--- src/rtl/modrm_agu_pkg.sv ---
package modrm_agu_pkg;
  typedef enum logic [1:0] {
    SEG_ES = 2'b00,
    SEG_CS = 2'b01,
    SEG_SS = 2'b10,
    SEG_DS = 2'b11
  } seg_t;

  typedef enum logic [1:0] {
    ST_OPC,
    ST_MODRM,
    ST_DLO,
    ST_DHI
  } st_t;

  localparam logic [1:0] MODE_REG    = 2'b11;
  localparam logic [1:0] MODE_NODISP = 2'b00;
  localparam logic [1:0] MODE_DISP8  = 2'b01;
  localparam logic [2:0] RM_DIRECT   = 3'b110;
endpackage

--- src/rtl/modrm_classify.sv ---
module modrm_classify
  import modrm_agu_pkg::*;
(
  input  logic [1:0] mode,
  input  logic [2:0] rm,
  output logic       is_reg,
  output logic [1:0] disp_n,
  output logic       use_base,
  output logic       base_bp,
  output logic       use_idx,
  output logic       idx_di,
  output seg_t       def_seg
);
  logic direct;

  always_comb begin
    is_reg   = (mode == MODE_REG);
    direct   = (mode == MODE_NODISP) && (rm == RM_DIRECT);
    // base: pairs 000-011 plus single 110/111
    use_base = !is_reg && !direct && (!rm[2] || rm[1]);
    base_bp  = rm[2] ? (rm[1:0] == 2'b10) : rm[1];
    // index: pairs 000-011 plus single 100/101
    use_idx  = !is_reg && (!rm[2] || !rm[1]);
    idx_di   = rm[0];
    def_seg  = (use_base && base_bp) ? SEG_SS : SEG_DS;
    unique case (mode)
      MODE_NODISP: disp_n = direct ? 2'd2 : 2'd0;
      MODE_DISP8:  disp_n = 2'd1;
      MODE_REG:    disp_n = 2'd0;
      default:     disp_n = 2'd2;
    endcase
  end
endmodule

--- src/rtl/modrm_ea_adder.sv ---
module modrm_ea_adder #(
  parameter int ADDR_W    = 16,
  parameter int SEG_SHIFT = 4,
  localparam int PA_W     = ADDR_W + SEG_SHIFT
) (
  input  logic [ADDR_W-1:0] base,
  input  logic [ADDR_W-1:0] index,
  input  logic [ADDR_W-1:0] disp,
  input  logic [ADDR_W-1:0] seg_base,
  output logic [ADDR_W-1:0] ea,
  output logic [PA_W-1:0]   pa
);
  always_comb begin
    ea = base + index + disp;
    pa = {seg_base, {SEG_SHIFT{1'b0}}} + PA_W'(ea);
  end
endmodule

--- src/rtl/modrm_agu.sv ---
module modrm_agu
  import modrm_agu_pkg::*;
#(
  parameter int BYTE_W    = 8,
  parameter int ADDR_W    = 16,
  parameter int SEG_SHIFT = 4,
  localparam int PA_W     = ADDR_W + SEG_SHIFT
) (
  input  logic              clk,
  input  logic              rst,
  input  logic              in_valid,
  input  logic [BYTE_W-1:0] in_byte,
  input  logic [ADDR_W-1:0] reg_bx,
  input  logic [ADDR_W-1:0] reg_bp,
  input  logic [ADDR_W-1:0] reg_si,
  input  logic [ADDR_W-1:0] reg_di,
  input  logic [ADDR_W-1:0] seg_es,
  input  logic [ADDR_W-1:0] seg_cs,
  input  logic [ADDR_W-1:0] seg_ss,
  input  logic [ADDR_W-1:0] seg_ds,
  output logic              out_valid,
  output logic [2:0]        out_reg_code,
  output logic              out_wide,
  output logic              out_reg_dst,
  output logic              out_rm_is_reg,
  output logic [2:0]        out_rm_code,
  output logic [ADDR_W-1:0] out_ea,
  output logic [1:0]        out_seg,
  output logic [PA_W-1:0]   out_pa
);
  localparam int EXT_W = ADDR_W - BYTE_W;

  st_t              st_q, st_d;
  logic             ovr_q;
  seg_t             ovr_seg_q;
  logic             dir_q, wide_q;
  logic [1:0]       mode_q;
  logic [2:0]       reg_q, rm_q;
  logic [BYTE_W-1:0] dlo_q;

  logic             is_prefix;
  logic [1:0]       cur_mode;
  logic [2:0]       cur_rm;
  logic             c_is_reg, c_use_base, c_base_bp, c_use_idx, c_idx_di;
  logic [1:0]       c_disp_n;
  seg_t             c_def_seg, sel_seg;
  logic             fin;
  logic [ADDR_W-1:0] disp_val, base_val, idx_val, seg_val, ea_val;
  logic [PA_W-1:0]  pa_val;

  assign is_prefix = (in_byte[7:5] == 3'b001) && (in_byte[2:0] == 3'b110);
  assign cur_mode  = (st_q == ST_MODRM) ? in_byte[7:6] : mode_q;
  assign cur_rm    = (st_q == ST_MODRM) ? in_byte[2:0] : rm_q;

  modrm_classify u_cls (
    .mode     (cur_mode),
    .rm       (cur_rm),
    .is_reg   (c_is_reg),
    .disp_n   (c_disp_n),
    .use_base (c_use_base),
    .base_bp  (c_base_bp),
    .use_idx  (c_use_idx),
    .idx_di   (c_idx_di),
    .def_seg  (c_def_seg)
  );

  always_comb begin
    base_val = c_use_base ? (c_base_bp ? reg_bp : reg_bx) : '0;
    idx_val  = c_use_idx  ? (c_idx_di  ? reg_di : reg_si) : '0;
    sel_seg  = ovr_q ? ovr_seg_q : c_def_seg;
    unique case (sel_seg)
      SEG_ES:  seg_val = seg_es;
      SEG_CS:  seg_val = seg_cs;
      SEG_SS:  seg_val = seg_ss;
      default: seg_val = seg_ds;
    endcase
  end

  // finishing byte and displacement value seen this cycle
  always_comb begin
    fin      = 1'b0;
    disp_val = '0;
    if (in_valid) begin
      unique case (st_q)
        ST_MODRM: fin = (c_disp_n == 2'd0);
        ST_DLO: begin
          fin      = (c_disp_n == 2'd1);
          disp_val = {{EXT_W{in_byte[BYTE_W-1]}}, in_byte};
        end
        ST_DHI: begin
          fin      = 1'b1;
          disp_val = {in_byte, dlo_q};
        end
        default: fin = 1'b0;
      endcase
    end
  end

  modrm_ea_adder #(.ADDR_W(ADDR_W), .SEG_SHIFT(SEG_SHIFT)) u_add (
    .base     (base_val),
    .index    (idx_val),
    .disp     (disp_val),
    .seg_base (seg_val),
    .ea       (ea_val),
    .pa       (pa_val)
  );

  always_comb begin
    st_d = st_q;
    if (in_valid) begin
      unique case (st_q)
        ST_OPC:   if (!is_prefix) st_d = ST_MODRM;
        ST_MODRM: st_d = (c_disp_n == 2'd0) ? ST_OPC : ST_DLO;
        ST_DLO:   st_d = (c_disp_n == 2'd2) ? ST_DHI : ST_OPC;
        default:  st_d = ST_OPC;
      endcase
    end
  end

  always_ff @(posedge clk) begin
    if (rst) begin
      st_q          <= ST_OPC;
      ovr_q         <= 1'b0;
      ovr_seg_q     <= SEG_DS;
      dir_q         <= 1'b0;
      wide_q        <= 1'b0;
      mode_q        <= '0;
      reg_q         <= '0;
      rm_q          <= '0;
      dlo_q         <= '0;
      out_valid     <= 1'b0;
      out_reg_code  <= '0;
      out_wide      <= 1'b0;
      out_reg_dst   <= 1'b0;
      out_rm_is_reg <= 1'b0;
      out_rm_code   <= '0;
      out_ea        <= '0;
      out_seg       <= '0;
      out_pa        <= '0;
    end else begin
      st_q      <= st_d;
      out_valid <= fin;
      if (in_valid) begin
        unique case (st_q)
          ST_OPC: begin
            if (is_prefix) begin
              ovr_q     <= 1'b1;
              ovr_seg_q <= seg_t'(in_byte[4:3]);
            end else begin
              dir_q  <= in_byte[1];
              wide_q <= in_byte[0];
            end
          end
          ST_MODRM: begin
            mode_q <= in_byte[7:6];
            reg_q  <= in_byte[5:3];
            rm_q   <= in_byte[2:0];
          end
          ST_DLO:  dlo_q <= in_byte;
          default: ;
        endcase
      end
      if (fin) begin
        ovr_q         <= 1'b0;
        out_reg_code  <= (st_q == ST_MODRM) ? in_byte[5:3] : reg_q;
        out_wide      <= wide_q;
        out_reg_dst   <= dir_q;
        out_rm_is_reg <= c_is_reg;
        out_rm_code   <= cur_rm;
        out_ea        <= c_is_reg ? '0 : ea_val;
        out_pa        <= c_is_reg ? '0 : pa_val;
        out_seg       <= sel_seg;
      end
    end
  end
endmodule

--- config.mk ---
export PLATFORM = sky130hd
export DESIGN_NAME = modrm_agu
export DESIGN_NICKNAME = d
export VERILOG_FILES = /design/src/rtl/modrm_agu_pkg.sv /design/src/rtl/modrm_classify.sv /design/src/rtl/modrm_ea_adder.sv /design/src/rtl/modrm_agu.sv
export SDC_FILE = /design/constraint.sdc
export NUM_CORES = 1
export LEC_CHECK = 0
export CORE_UTILIZATION = 28
export CTS_BUF_LIST = sky130_fd_sc_hd__clkbuf_4 sky130_fd_sc_hd__clkbuf_8
export DETAILED_ROUTE_END_ITERATION = 16
export HOLD_SLACK_MARGIN = 0.06
export MAX_ROUTING_LAYER = met4
export PLACE_DENSITY = 0.62
export SETUP_SLACK_MARGIN = 0.02
export SLEW_MARGIN = 20
export SYNTH_ARGS = -nofsm -noshare
export SYNTH_HDL_FRONTEND = slang
export SYNTH_SLANG_ARGS = --single-unit
--- constraint.sdc ---
create_clock -name clk -period 6.95 [get_ports clk]
set_input_delay 1.39 -clock clk [delete_from_list [all_inputs] [get_ports clk]]
set_output_delay 1.39 -clock clk [all_outputs]
set_load 0.05 [all_outputs]
==> impl_metrics.csv, run 1 <==
group,metric,value,unit
place,gp_congestion,0.917,
worst_setup_path,criticalPathCategory,"in -> reg",
worst_setup_path,setup.worst_path.end_class,"register",
logic_synthesis,synth.cell_area,5120,sq um
final_layout,reg_top3,"out_ea: 16 flops, out_pa: 16 flops, dlo_q: 8 flops",
place,hpwl,13700,microns
place,placed_cell_area,7580,sq um
sta,drv_slew,0,
logic_synthesis,async_flop_share,0,%
detailed_routing,wl_per_cell,15.6,microns
cts,cts_tree,"yes",
detailed_routing,viasPerCell,4.80,
worst_setup_path,start_kind,"primary input",
worst_setup_path,max_stage_delay,0.53,ns
floorplan,std_cell_rows,49,
cts,numCtsBuffers,9,
worst_setup_path,crit_fanout,4,
logic_synthesis,ys_ff_latch,67,
logic_synthesis,synthTopCellsByArea,"dfxtp_1 26%, nand2_1 9.0%, fa_1 6.6%, mux4_2 6.6%, ha_1 6.3%",
logic_synthesis,seq_area_frac_synth,26.2,%
sta,hold_viol,0,
worst_setup_path,rrSetupSlack,0.78,ns
logic_synthesis,synth_edf_count,0,
sta,layout_min_cycle_time,6.58,ns
final_layout,synthToLayoutAreaGrowth,52.9,%
sta,worstMarginPinSlew,0.825,ns
sta,relSlewSlack,45.0,%
sta,finalSetupTns,0,ns
detailed_routing,ant_nets,0,
worst_setup_path,critical_path.top_delay_family,"compound AO/OA/AOI/OAI gates",
final_layout,layout-drive-gt1-share,14.1,%
logic_synthesis,synth_warnings,0,
cts,htreeDepth,3,
logic_synthesis,syn_inst,608,
worst_setup_path,arrival,6.84,ns
sta,post-route-period-util,94.7,%
grt,grt.total_usage,18.5,%
sta,rsz0062_at_grt,"yes",
worst_hold_path,hold_path.class,"reg -> reg",
cts,clock_sinks,67,
final_layout,n_fill_cell,1783,
final_layout,final_area,7830,sq um
sta,max_freq,0.152,GHz
pwr,powerDensity,246,nW/um^2
grt,overflow,0,
cts,cts-hold-fix-buffers,0,
floorplan,die_w,137,microns
worst_setup_path,cp.required,7.20,ns
detailed_routing,wl,16700,microns
logic_synthesis,yosys.cell_types.count,57,
logic_synthesis,synth.most_common_cell,"nand2_1",
pwr,total_leakage_power,3.37,nW
detailed_routing,vias,5113,
detailed_routing,drc,0,
logic_synthesis,synthTopCellsByCount,"123 x nand2_1, 67 x dfxtp_1, 45 x nor2_1",
logic_synthesis,syn_nets,790,
floorplan,die_h,137,microns
final_layout,nets,1014,
place,portBuffers,186,
grt,antenna_found_initial,0,
sta,finalSetupViolations,0,
logic_synthesis,synth_ff_type,"dfxtp_1",
run_status,status,"completed",
worst_setup_path,slowest_stage,"or4b_1",
final_layout,seqCellArea,1340,sq um
worst_setup_path,path_cells,"clkdlybuf4s50_1 > mux2_2 > a21oi_1 > buf_4 > nand2_1 > a21oi_1 > fa_1 > ha_1 > fa_1 > a21o_1 > a2111oi_4 > o21ai_0 > a21o_1 > a41o_1 > o41ai_2 > xnor2_1 > ha_2 > nor2_1 > nor2_1 > o41ai_2 > or4b_1 > xnor2_1 > a22o_1",
logic_synthesis,yosys.area.top_type,"dfxtp_1",
detailed_routing,firstDrtPassIters,5,
floorplan,dieArea,18800,sq um
logic_synthesis,syn-mean-instance-area,8.43,sq um
cts,path_clk_slew,0.08,ns
floorplan,ios,187,
sta,finClkSkew,0.00625,ns
cts,root_buffer,"clkbuf_8",
worst_setup_path,worst-path-buf-inv,2,
final_layout,diodes,0,
floorplan,core,18000,sq um
final_layout,multiInputGateArea,3560,sq um
pwr,power.ir.vdd_worst,0.113,mV
grt,grt_pass1_wl,25600,microns
run,drv_cap,0,
floorplan,start_util,28.5,%
grt,grt_pass1_vias,4942,
logic_synthesis,synth_top_area_share,26.2,%
grt,grt_max_degree,37,
cts,worstSkewPairLatency,0.36,ns
detailed_routing,dr.first_iter.drc_count,245,
cts,clock_path_buffers,2,
[per-stage QoR]
stage	utilization (%)	hold WS, ns	std cells	total power, W	worst slack (ns)
floorplan	-	0.436	608	0.00115	0.202
global placement	42.2	0.442	1050	0.00157	-0.0368
detailed placement	42.2	0.447	1050	0.00158	-0.126
CTS	43.3	0.458	1066	0.00192	0.246
global route	43.6	0.479	1066	0.00206	0.00400
finish	43.6	0.458	1066	0.00193	0.366
[layer usage]
metal  part of all wire (%)  vias up  global-route usage (%)
met2                     44      172                    28.9
met5                      0        -                       -
li1                       -     2583                       -
met4                    1.8        0                    6.04
met3                    5.7       21                    2.72
met1                     48     2337                    24.5
[final timing paths]
kind	start	to	cells past startpoint
hold / removal	dlo_q[5]$_SDFFE_PP0P_	dlo_q[5]$_SDFFE_PP0P_	2
setup reg to reg	st_q[1]$_SDFFE_PP0P_	out_pa[19]$_SDFFE_PP0P_	23
hold reg to reg	dlo_q[5]$_SDFFE_PP0P_	dlo_q[5]$_SDFFE_PP0P_	2
setup / recovery	in_byte[2]	out_pa[19]$_SDFFE_PP0P_	23
[area by class of cell]
type	count	share of cell area [%]
clock inverter	6	0.831
multi-input combinational	474	45.4
inverter	34	1.63
tap	229	3.66
sequential	67	17.1
timing repair buffer	246	29.6
clock buffer	10	1.76
[report_power, final]
| part | internal (W) | total, W | leakage, nW | switching (W) |
|---|---|---|---|---|
| Combinational | 0.000550 | 0.00116 | 2.72 | 0.000608 |
| Clock | 0.000175 | 0.000339 | 0.102 | 0.000163 |
| Sequential | 0.000413 | 0.000433 | 0.544 | 0.0000201 |
[cell usage in the layout, fill, tap and decap left out, types with 2 or more instances in the layout]
| master | Yosys | final |
|---|---|---|
| clkdlybuf4s50_1 | 0 | 186 |
| nand2_1 | 123 | 123 |
| dfxtp_1 | 67 | 67 |
| buf_4 | 4 | 59 |
| nor2_1 | 45 | 45 |
| a21oi_1 | 39 | 38 |
| inv_1 | 34 | 34 |
| a22o_1 | 31 | 31 |
| ha_1 | 26 | 25 |
| a21o_1 | 22 | 22 |
| xnor2_1 | 22 | 22 |
| fa_1 | 17 | 17 |
| mux2i_1 | 16 | 15 |
| mux4_2 | 15 | 15 |
| a211oi_1 | 15 | 15 |
| nor3_1 | 11 | 10 |
| clkbuf_8 | 0 | 10 |
| o21ai_0 | 10 | 9 |
| nor2b_1 | 7 | 6 |
| xor2_1 | 6 | 6 |
| a22oi_1 | 6 | 6 |
| mux2_2 | 5 | 5 |
| nand2b_1 | 5 | 5 |
| and3_1 | 4 | 4 |
| and2_1 | 4 | 4 |
| nand3_1 | 4 | 4 |
| o21ai_2 | 1 | 3 |
| o21bai_1 | 3 | 3 |
| a31oi_1 | 3 | 3 |
| mux2i_4 | 2 | 2 |
| o21a_1 | 2 | 2 |
| nor3_2 | 1 | 2 |
| o41ai_2 | 0 | 2 |
| or3_1 | 2 | 2 |
| nor2_2 | 2 | 2 |
| or2_2 | 2 | 2 |
| a211o_1 | 2 | 2 |
| clkinv_4 | 0 | 2 |
| clkinv_2 | 0 | 2 |
[kinds of logic after synthesis]
kind of cell,share of synthesized area [%]
AND/OR/NAND/NOR,18.3
AO/OA/AOI/OAI,20.6
buffers and inverters,5.49
flip-flops,26.2
adder cells (fa/ha/maj),13.0
multiplexers,11.7
XOR/XNOR,4.79
[tightest hold or removal path: cells and delay by family, from the launching register on]
family	cells	cell delay [ns]
flip-flops	1	0.31
AND/OR/NAND/NOR	1	0.05
AO/OA/AOI/OAI	1	0.05
[what timing repair did]
item / CTS / global route
setup endpoints to repair: 0 / 5
setup buffers: 0 / 0
hold endpoints to repair: 0 / 0
resized for setup: 0 / 11
No activity file was read; power rests on OpenSTA's default activity.
==> run 2, diff against run 1 <==
--- a/config.mk
+++ b/config.mk
@@ -5,14 +5,14 @@
 export SDC_FILE = /design/constraint.sdc
 export NUM_CORES = 1
 export LEC_CHECK = 0
-export CORE_UTILIZATION = 28
+export CORE_UTILIZATION = 30
 export CTS_BUF_LIST = sky130_fd_sc_hd__clkbuf_4 sky130_fd_sc_hd__clkbuf_8
 export DETAILED_ROUTE_END_ITERATION = 16
+export GPL_ROUTABILITY_DRIVEN = 0
 export HOLD_SLACK_MARGIN = 0.06
 export MAX_ROUTING_LAYER = met4
-export PLACE_DENSITY = 0.62
+export PLACE_DENSITY = 0.65
 export SETUP_SLACK_MARGIN = 0.02
-export SLEW_MARGIN = 20
 export SYNTH_ARGS = -nofsm -noshare
 export SYNTH_HDL_FRONTEND = slang
 export SYNTH_SLANG_ARGS = --single-unit
==> run 2 against run 1 <==
Worst setup slack worse by 0.028 ns. Final cell count down 1.0%. Core utilization up 3.5 points. First-iteration DRC count up 30%. Hold slack better by 0.0052 ns. Clock power up 4%. Clock skew up 0.0012 ns.
==> impl_metrics.csv, run 2 (synthesis gave the netlist of run 1 again) <==
group,metric,value,unit
detailed_routing,vias,5111,
grt,grtUsageMet2,31.2,%
worst_hold_path,hold_path.class,"reg -> reg",
worst_setup_path,setup.worst_path.end_class,"register",
detailed_routing,wl_per_cell,15.6,microns
worst_hold_path,hold_depth,2,
floorplan,start_util,30.8,%
grt,grt_pass1_vias,5061,
sta,relSlewSlack,45.8,%
final_layout,synthToLayoutAreaGrowth,53.0,%
grt,grt_pass1_wl,25900,microns
run,drv_cap,0,
sta,worstMarginPinSlew,0.812,ns
floorplan,core,16600,sq um
cts,numCtsBuffers,9,
sta,post-route-period-util,95.1,%
place,portBuffers,186,
grt,antenna_found_initial,0,
sta,finalSetupTns,0,ns
cts,path_clk_slew,0.07,ns
cts,cts_tree,"yes",
sta,finClkSkew,0.00741,ns
worst_setup_path,criticalPathCategory,"in -> reg",
final_layout,final_area,7840,sq um
run_status,status,"completed",
floorplan,die_h,133,microns
grt,use_met3,2.95,%
worst_setup_path,reg2regPathDepth,21,
sta,hold_viol,0,
final_layout,n_fill_cell,1672,
detailed_routing,firstDrtPassIters,4,
grt,grt.total_usage,19.3,%
cts,clock_sinks,67,
detailed_routing,dr.first_iter.drc_count,319,
detailed_routing,ant_nets,0,
final_layout,reg_top3,"out_ea: 16 flops, out_pa: 16 flops, dlo_q: 8 flops",
floorplan,std_cell_rows,47,
worst_setup_path,crit_fanout,4,
final_layout,diodes,0,
cts,worstSkewPairLatency,0.34,ns
place,hpwl,13500,microns
floorplan,ios,187,
grt,top_usage_layer,"met2",
final_layout,layout-drive-gt1-share,14.1,%
grt,grt_use_met1,25.1,%
grt,overflow,0,
pwr,powerDensity,246,nW/um^2
cts,root_buffer,"clkbuf_8",
grt,grt_max_degree,37,
sta,drv_slew,0,
pwr,p_total,0.00193,W
detailed_routing,drc,0,
final_layout,layout_common_cells,"185 x clkdlybuf4s50_1, 123 x nand2_1, 67 x dfxtp_1",
pwr,total_leakage_power,3.37,nW
sta,finalSetupViolations,0,
final_layout,finalNonFillerCells,1055,
cts,cts-hold-fix-buffers,0,
final_layout,final_common_cell,"clkdlybuf4s50_1",
detailed_routing,viasPerCell,4.84,
worst_setup_path,start_kind,"primary input",
sta,layout_min_cycle_time,6.61,ns
cts,htreeDepth,3,
place,place_inst,1034,
final_layout,nets,1012,
floorplan,die_w,133,microns
cts,clock_path_buffers,2,
sta,rsz0062_at_grt,"no",
worst_setup_path,arrival,6.84,ns
place,placed_cell_area,7530,sq um
worst_setup_path,cp.required,7.18,ns
detailed_routing,wl,16500,microns
sta,max_freq,0.151,GHz
floorplan,dieArea,17600,sq um
pwr,power.ir.vdd_worst,0.110,mV
## run 2: timing repair
action | 4_1_cts | 5_1_grt
setup buffers | 0 | 5
resized for setup | 0 | 15
endpoints found under the setup margin | 0 | 4
## run 2: worst max-delay path: stages
cell             delay, ns
clkdlybuf4s50_1       0.50
mux2i_2               0.32
buf_4                 0.17
nand2_1               0.05
a21boi_0              0.25
fa_1                  0.48
ha_1                  0.25
fa_2                  0.34
a21o_1                0.22
a2111oi_4             0.40
o21ai_2               0.11
a21o_1                0.20
a41o_1                0.22
o41ai_2               0.35
xnor2_1               0.17
ha_2                  0.39
nor2_1                0.05
nor2_1                0.08
o41ai_1               0.09
or4b_1                0.49
xnor2_1               0.14
a22o_1                0.19
## run 2: layout make-up
| type | count | area [sq um] | area share, % |
|---|---|---|---|
| repair buffers | 244 | 2310 | 29.5 |
| inverters | 34 | 128 | 1.63 |
| flip-flops and latches | 67 | 1340 | 17.1 |
| clock inverters | 1 | 30.0 | 0.383 |
| clock buffers | 15 | 188 | 2.39 |
| multi-input cells | 474 | 3570 | 45.5 |
| well taps | 220 | 275 | 3.51 |
## run 2: layer usage
metal  wire, microns  share of wire, %
met1            7620                46
met2            7650                46
met4             232               1.4
met5               0                 0
met3             994               6.0
## run 2: power breakdown
part | switching, W | internal, W | total, W
combinational | 0.000597 | 0.000544 | 0.00114
sequential | 0.0000206 | 0.000413 | 0.000434
clock | 0.000144 | 0.000208 | 0.000352
total | 0.000762 | 0.00117 | 0.00193
## run 2: worst paths after layout
check                             start                       to  slack (ns)
setup / recovery             in_byte[0]  out_pa[19]$_SDFFE_PP0P_        0.34
hold / removal    dlo_q[5]$_SDFFE_PP0P_    dlo_q[5]$_SDFFE_PP0P_        0.46
setup reg to reg   st_q[1]$_SDFFE_PP0P_  out_pa[19]$_SDFFE_PP0P_        0.76
hold reg to reg   dlo_q[5]$_SDFFE_PP0P_    dlo_q[5]$_SDFFE_PP0P_        0.46
## run 2: through the flow
step / utilization [%] / hold slack [ns] / setup WS, ns
floorplan: - / 0.436 / 0.202
global placement: 45.2 / 0.445 / -0.0340
detailed placement: 45.2 / 0.449 / -0.0943
finish: 47.1 / 0.463 / 0.338
CTS: 46.5 / 0.459 / 0.233
global route: 47.1 / 0.488 / 0.00549
